File: src/rtl/lsm_pkg.sv
package lsm_pkg;
  // basic addressing modes: {decrement, before}
  typedef enum logic [1:0] {
    AM_INC_AFT = 2'b00,
    AM_INC_BEF = 2'b01,
    AM_DEC_AFT = 2'b10,
    AM_DEC_BEF = 2'b11
  } addr_mode_e;

  typedef enum logic {
    ST_IDLE = 1'b0,
    ST_RUN  = 1'b1
  } seq_state_e;
endpackage

File: src/rtl/lsm_mode_dec.sv
module lsm_mode_dec
  import lsm_pkg::*;
(
  input  logic       load_i,
  input  logic [2:0] mode_i,
  output addr_mode_e am_o
);
  logic dec_s;
  logic bef_s;

  always_comb begin
    if (!mode_i[2]) begin
      dec_s = mode_i[1];
      bef_s = mode_i[0];
    end else begin
      // stack code: bit1 = grows upward, bit0 = pointer on full slot
      dec_s = load_i ? mode_i[1]  : ~mode_i[1];
      bef_s = load_i ? ~mode_i[0] : mode_i[0];
    end
    am_o = addr_mode_e'({dec_s, bef_s});
  end
endmodule

File: src/rtl/lsm_popcnt.sv
module lsm_popcnt #(
  parameter int NREG = 16,
  localparam int CW = $clog2(NREG + 1)
) (
  input  logic [NREG-1:0] vec_i,
  output logic [CW-1:0]   cnt_o
);
  logic [CW-1:0] part [NREG+1];

  assign part[0] = '0;
  for (genvar g = 0; g < NREG; g++) begin : g_acc
    assign part[g+1] = part[g] + CW'(vec_i[g]);
  end
  assign cnt_o = part[NREG];
endmodule

File: src/rtl/lsm_lowbit.sv
module lsm_lowbit #(
  parameter int NREG = 16,
  localparam int IW = $clog2(NREG)
) (
  input  logic [NREG-1:0] vec_i,
  output logic [IW-1:0]   idx_o
);
  always_comb begin
    idx_o = '0;
    for (int i = NREG - 1; i >= 0; i--) begin
      if (vec_i[i]) idx_o = IW'(i);
    end
  end
endmodule

File: src/rtl/lsm_addr_seq.sv
module lsm_addr_seq
  import lsm_pkg::*;
#(
  parameter int NREG   = 16,
  parameter int AW     = 32,
  parameter int WBYTES = 4,
  localparam int IW = $clog2(NREG),
  localparam int CW = $clog2(NREG + 1)
) (
  input  logic            clk,
  input  logic            rst_n,
  input  logic            start_i,
  input  logic            load_i,
  input  logic [2:0]      mode_i,
  input  logic            wb_i,
  input  logic [AW-1:0]   base_i,
  input  logic [NREG-1:0] rlist_i,
  output logic            beat_valid_o,
  input  logic            beat_ready_i,
  output logic [IW-1:0]   beat_reg_o,
  output logic [AW-1:0]   beat_addr_o,
  output logic            beat_load_o,
  output logic            done_o,
  output logic [AW-1:0]   base_o
);
  localparam logic [AW-1:0] STEP = AW'(WBYTES);

  // reset: asserted asynchronously, released on a clock edge
  logic rst_meta_q, rst_sync_q;
  always_ff @(posedge clk or negedge rst_n) begin
    if (!rst_n) begin
      rst_meta_q <= 1'b0;
      rst_sync_q <= 1'b0;
    end else begin
      rst_meta_q <= 1'b1;
      rst_sync_q <= rst_meta_q;
    end
  end

  seq_state_e      st_q, st_d;
  logic [NREG-1:0] rem_q, rem_d;
  logic [AW-1:0]   addr_q, addr_d;
  logic [AW-1:0]   base_q, base_d;
  logic            load_q, done_q, done_d;

  addr_mode_e      am_s;
  logic [CW-1:0]   cnt_s;
  logic [AW-1:0]   span_s;
  logic [AW-1:0]   first_s;
  logic [NREG-1:0] rem_clr_s;
  logic            accept_s, fire_s, last_s;
  logic            st_en, rem_en, addr_en, base_en, load_en;

  lsm_mode_dec i_mode_dec (
    .load_i (load_i),
    .mode_i (mode_i),
    .am_o   (am_s)
  );

  lsm_popcnt #(.NREG(NREG)) i_popcnt (
    .vec_i (rlist_i),
    .cnt_o (cnt_s)
  );

  lsm_lowbit #(.NREG(NREG)) i_lowbit (
    .vec_i (rem_q),
    .idx_o (beat_reg_o)
  );

  assign span_s    = AW'(cnt_s) * STEP;
  assign accept_s  = (st_q == ST_IDLE) && start_i;
  assign fire_s    = (st_q == ST_RUN) && beat_ready_i;
  assign rem_clr_s = rem_q & (rem_q - NREG'(1));
  assign last_s    = (rem_clr_s == '0);

  // start address of the ascending walk
  always_comb begin
    unique case (am_s)
      AM_INC_AFT: first_s = base_i;
      AM_INC_BEF: first_s = base_i + STEP;
      AM_DEC_AFT: first_s = base_i - span_s + STEP;
      default:    first_s = base_i - span_s;
    endcase
  end

  // next state
  always_comb begin
    st_d   = st_q;
    rem_d  = rem_q;
    addr_d = addr_q;
    base_d = base_q;
    done_d = 1'b0;
    if (accept_s) begin
      rem_d  = rlist_i;
      addr_d = first_s;
      if (!wb_i)        base_d = base_i;
      else if (am_s[1]) base_d = base_i - span_s;
      else              base_d = base_i + span_s;
      if (rlist_i == '0) done_d = 1'b1;
      else               st_d   = ST_RUN;
    end else if (fire_s) begin
      rem_d  = rem_clr_s;
      addr_d = addr_q + STEP;
      if (last_s) begin
        st_d   = ST_IDLE;
        done_d = 1'b1;
      end
    end
  end

  assign st_en   = accept_s || (fire_s && last_s);
  assign rem_en  = accept_s || fire_s;
  assign addr_en = accept_s || fire_s;
  assign base_en = accept_s;
  assign load_en = accept_s;

  // registers
  always_ff @(posedge clk or negedge rst_sync_q) begin
    if (!rst_sync_q) begin
      st_q   <= ST_IDLE;
      rem_q  <= '0;
      addr_q <= '0;
      base_q <= '0;
      load_q <= 1'b0;
      done_q <= 1'b0;
    end else begin
      done_q <= done_d;
      if (st_en)   st_q   <= st_d;
      if (rem_en)  rem_q  <= rem_d;
      if (addr_en) addr_q <= addr_d;
      if (base_en) base_q <= base_d;
      if (load_en) load_q <= load_i;
    end
  end

  assign beat_valid_o = (st_q == ST_RUN);
  assign beat_addr_o  = addr_q;
  assign beat_load_o  = load_q;
  assign done_o       = done_q;
  assign base_o       = base_q;
endmodule

File: config.mk
export PLATFORM = sky130hd
export DESIGN_NAME = lsm_addr_seq
export DESIGN_NICKNAME = d
export VERILOG_FILES = /design/src/rtl/lsm_pkg.sv /design/src/rtl/lsm_mode_dec.sv /design/src/rtl/lsm_popcnt.sv /design/src/rtl/lsm_lowbit.sv /design/src/rtl/lsm_addr_seq.sv
export SDC_FILE = /design/constraint.sdc
export NUM_CORES = 1
export LEC_CHECK = 0
export ABC_AREA = 1
export BUFFER_PORTS_ARGS = -buffer_cell sky130_fd_sc_hd__buf_2
export CORE_MARGIN = 2
export CORE_UTILIZATION = 35
export CTS_BUF_LIST = sky130_fd_sc_hd__clkbuf_4
export DETAILED_ROUTE_END_ITERATION = 8
export PLACE_DENSITY = 0.52
export SLEW_MARGIN = 5
export SYNTH_ARGS = -nofsm -noshare
export SYNTH_HDL_FRONTEND = slang
export SYNTH_SLANG_ARGS = --single-unit
export TNS_END_PERCENT = 1
File: constraint.sdc
create_clock -name clk -period 2.5 [get_ports clk]
set_clock_uncertainty 0.2 [all_clocks]
set_input_delay 0.75 -clock clk [delete_from_list [all_inputs] [get_ports clk]]
set_output_delay 0.75 -clock clk [all_outputs]
set_load 0.05 [all_outputs]
==> impl_metrics.env <==
export IMPL_arrival_ns=6.27
export IMPL_dp_worst_setup_slack_ns=-4.22
export IMPL_drive_gt1_share_pct=35.1
export IMPL_swShare_pct=55.2
export IMPL_crit_path_frequent_cell="fa_1"
export IMPL_synth_top_area_share_pct=22.1
export IMPL_worst_slack_ns=-3.54
export IMPL_clkTransAtPathRegs_ns=0.21
export IMPL_start_kind="input port"
export IMPL_drt_vias_per_instance=5.13
export IMPL_min_path_type="reg2async"
export IMPL_rr_endpoint="beat_addr_o[30]"
export IMPL_grt_pass1_wl_um=63200
export IMPL_dieArea_um2=28900
export IMPL_initial_core_util_pct=35.7
export IMPL_required_ns=2.74
export IMPL_pwr_share_seq_pct=17.2
export IMPL_r2r_start="beat_addr_o[2]"
export IMPL_synth_edff_count=0
export IMPL_p_int_mw=6.45
export IMPL_wl_per_cell_um=17.2
export IMPL_cap_violations=0
export IMPL_drtIter0Drc=1092
export IMPL_path_max_fanout=5
export IMPL_fmax_mhz=166
export IMPL_power_frac_comb_pct=75.4
export IMPL_rsz0062_at_grt="true"
export IMPL_gp_congestion=0.951
export IMPL_ant_nets=0
export IMPL_clk_latency_ns=0.56
export IMPL_clockPowerShare_pct=7.4
export IMPL_failed_checks="negative setup slack"
export IMPL_fillCellCount=2882
export IMPL_synth_distinct_cells=47
export IMPL_slowest_delay_ns=0.62
export IMPL_clk_path_buf_depth=2
export IMPL_yosysSeqAreaShare_pct=22.1
export IMPL_antenna_found_initial=1
export IMPL_io_pins=128
export IMPL_gr_usage_all_layers_pct=28.4
export IMPL_cts_tree="done"
export IMPL_rrSetupSlack_ns=-0.23
export IMPL_hold_viol=0
export IMPL_gr_total_overflow=0
export IMPL_irDropWorstVdd_mv=0.555
export IMPL_status="complete, but fails checks"
export IMPL_drc=0
export IMPL_final_util_pct=51.9
export IMPL_synth_common_cells="414 x nand2_1, 171 x nor2_1, 165 x inv_1, 132 x a21oi_1, 121 x nand3_1"
export IMPL_fp_dieW_um=170
export IMPL_cp_num_buf_inv=5
export IMPL_ys_ff_latch=85
export IMPL_ys_flop_type="dfrtp_1"
export IMPL_clockRootBuffer="clkbuf_4"
export IMPL_synth_most_common_cell="nand2_1"
export IMPL_whs_ns=0.108
export IMPL_finalSetupViolations=64
export IMPL_io_buffers=127
export IMPL_crit_type="in2reg"
export IMPL_die_h_um=170
export IMPL_drv_slew=0
export IMPL_row_count=60
export IMPL_dp_cells=2345
export IMPL_grt_pass1_vias=11491
export IMPL_grt_max_degree=52
export IMPL_endpoint_kind="flip-flop"
export IMPL_synth_top_cell_by_area="dfrtp_1"
export IMPL_cts_buffers=9
export IMPL_crit_slowest_cell="fa_2"
export IMPL_synth_area_um2=9640
export IMPL_cellLeakagePower_nw=6.94
export IMPL_cts_max_level=3
export IMPL_nNetsFinal=2114
export IMPL_syn_nets=1672
export IMPL_fin_crit_sh_pct=241
export IMPL_stdcell_area_um2=14000
export IMPL_final_cells=2374
export IMPL_placed_area_um2=13400
export IMPL_p_sw_mw=7.95
export IMPL_fin_crit_ns=6.04
export IMPL_vias=12172
export IMPL_synth_cells=1581
export IMPL_synthTopCellsByArea="dfrtp_1 22%, nand2_1 16%, a21oi_1 6.9%, nor2_1 6.7%, inv_1 6.4%"
export IMPL_coreArea_um2=27000
export IMPL_cts_sinks=85
export IMPL_firstDrtPassIters=7
export IMPL_avgSynthCellArea_um2=6.10
export IMPL_reg2reg_depth=13
export IMPL_yosysWarnings=0
export IMPL_drt_total_wl_um=40800
export IMPL_area_growth_pct=45.7
export IMPL_p_per_area_nw_per_um2=1030
export IMPL_crit_family="adder cells"
export IMPL_synthArstFlopShare_pct=100
export IMPL_dp_hpwl_um=32800
==> kinds of logic after synthesis <==
group           share of synthesized area (%)
simple gates                             40.2
fa+ha+maj                                5.35
xor+xnor                                 3.27
compound gates                           18.7
flops                                    22.1
other cells                            0.0389
buf+inv                                  10.4
==> per-stage QoR <==
step	setup TNS (ns)	total power [mW]
finish	-187.45	14.4
global route	-199.15	15.5
CTS	-182.66	14.1
detailed placement	-226.32	12.6
global placement	-221.92	12.5
floorplan	-206.71	8.74
==> power groups by stage <==
stage	registers [mW]	clock network, mW	logic [mW]
final	2.47	1.07	10.9
after floorplan	4.30	0	4.43
after global placement	2.49	0	9.98
after CTS	2.47	1.11	10.5
after global routing	2.57	1.15	11.7
after detailed placement	2.50	0	10.1
==> final cells by class <==
class	count	area, um2	share of cell area, %
diodes	5	12.5	0.0891
flip-flops and latches	85	2130	15.2
inverters	174	656	4.67
clock inverters	7	105	0.749
clock buffers	9	67.6	0.481
repair buffers	507	3710	26.4
well taps	341	427	3.04
multi-input cells	1246	6930	49.4
==> registers in the layout, summed over array words and instances (netlist names) <==
name / cells
base_o: 32
beat_load_o: 1
beat_addr_o: 32
rst_meta_q: 1
beat_valid_o: 1
done_o: 1
rem_q: 16
rst_sync_q: 1
==> layout by cell type (no fill, tap or decap), drive strengths merged, types with 4 or more instances in the layout <==
cell    count
buf       505
diode       5
o21ai     125
nand4      33
nor4        8
fa         12
a22oi       7
ha         22
xnor2       4
xor2       32
nor3       25
a21oi     141
nor2      200
o22ai       6
dfrtp      85
o221ai      4
nand2     441
o211ai     16
or2         6
clkbuf      9
a31oi       9
inv       174
clkinv      4
nand3     135
==> worst max-delay path by stage <==
| stage | startpoint | end | slack [ns] | cells after the start |
|---|---|---|---|---|
| floorplan | rlist_i[7] | beat_addr_o[26] | -3.54 | 25 |
| global placement | rlist_i[7] | base_o[29] | -4.12 | 26 |
| detailed placement | rlist_i[7] | base_o[29] | -4.22 | 26 |
| CTS | rlist_i[7] | beat_addr_o[23] | -3.45 | 27 |
| global route | rlist_i[11] | beat_addr_o[31] | -3.75 | 30 |
| finish | rlist_i[11] | beat_addr_o[19] | -3.54 | 25 |
==> routing by layer <==
layer,track usage [%],vias to the layer above,wire length (um)
met4,6.91,0,817
met2,44.2,420,17800
met3,4.00,35,2540
li1,-,6087,-
met1,41.4,5630,19600
met5,0,-,0
==> what timing repair did <==
item                                   CTS  global route
gates resized for setup                 74            56
setup buffers                            3             3
setup endpoints to repair               64            66
hold buffers                             2             0
pin swaps                               16            33
endpoints found under the hold margin   10             0
(Power assumes the default switching activity.)
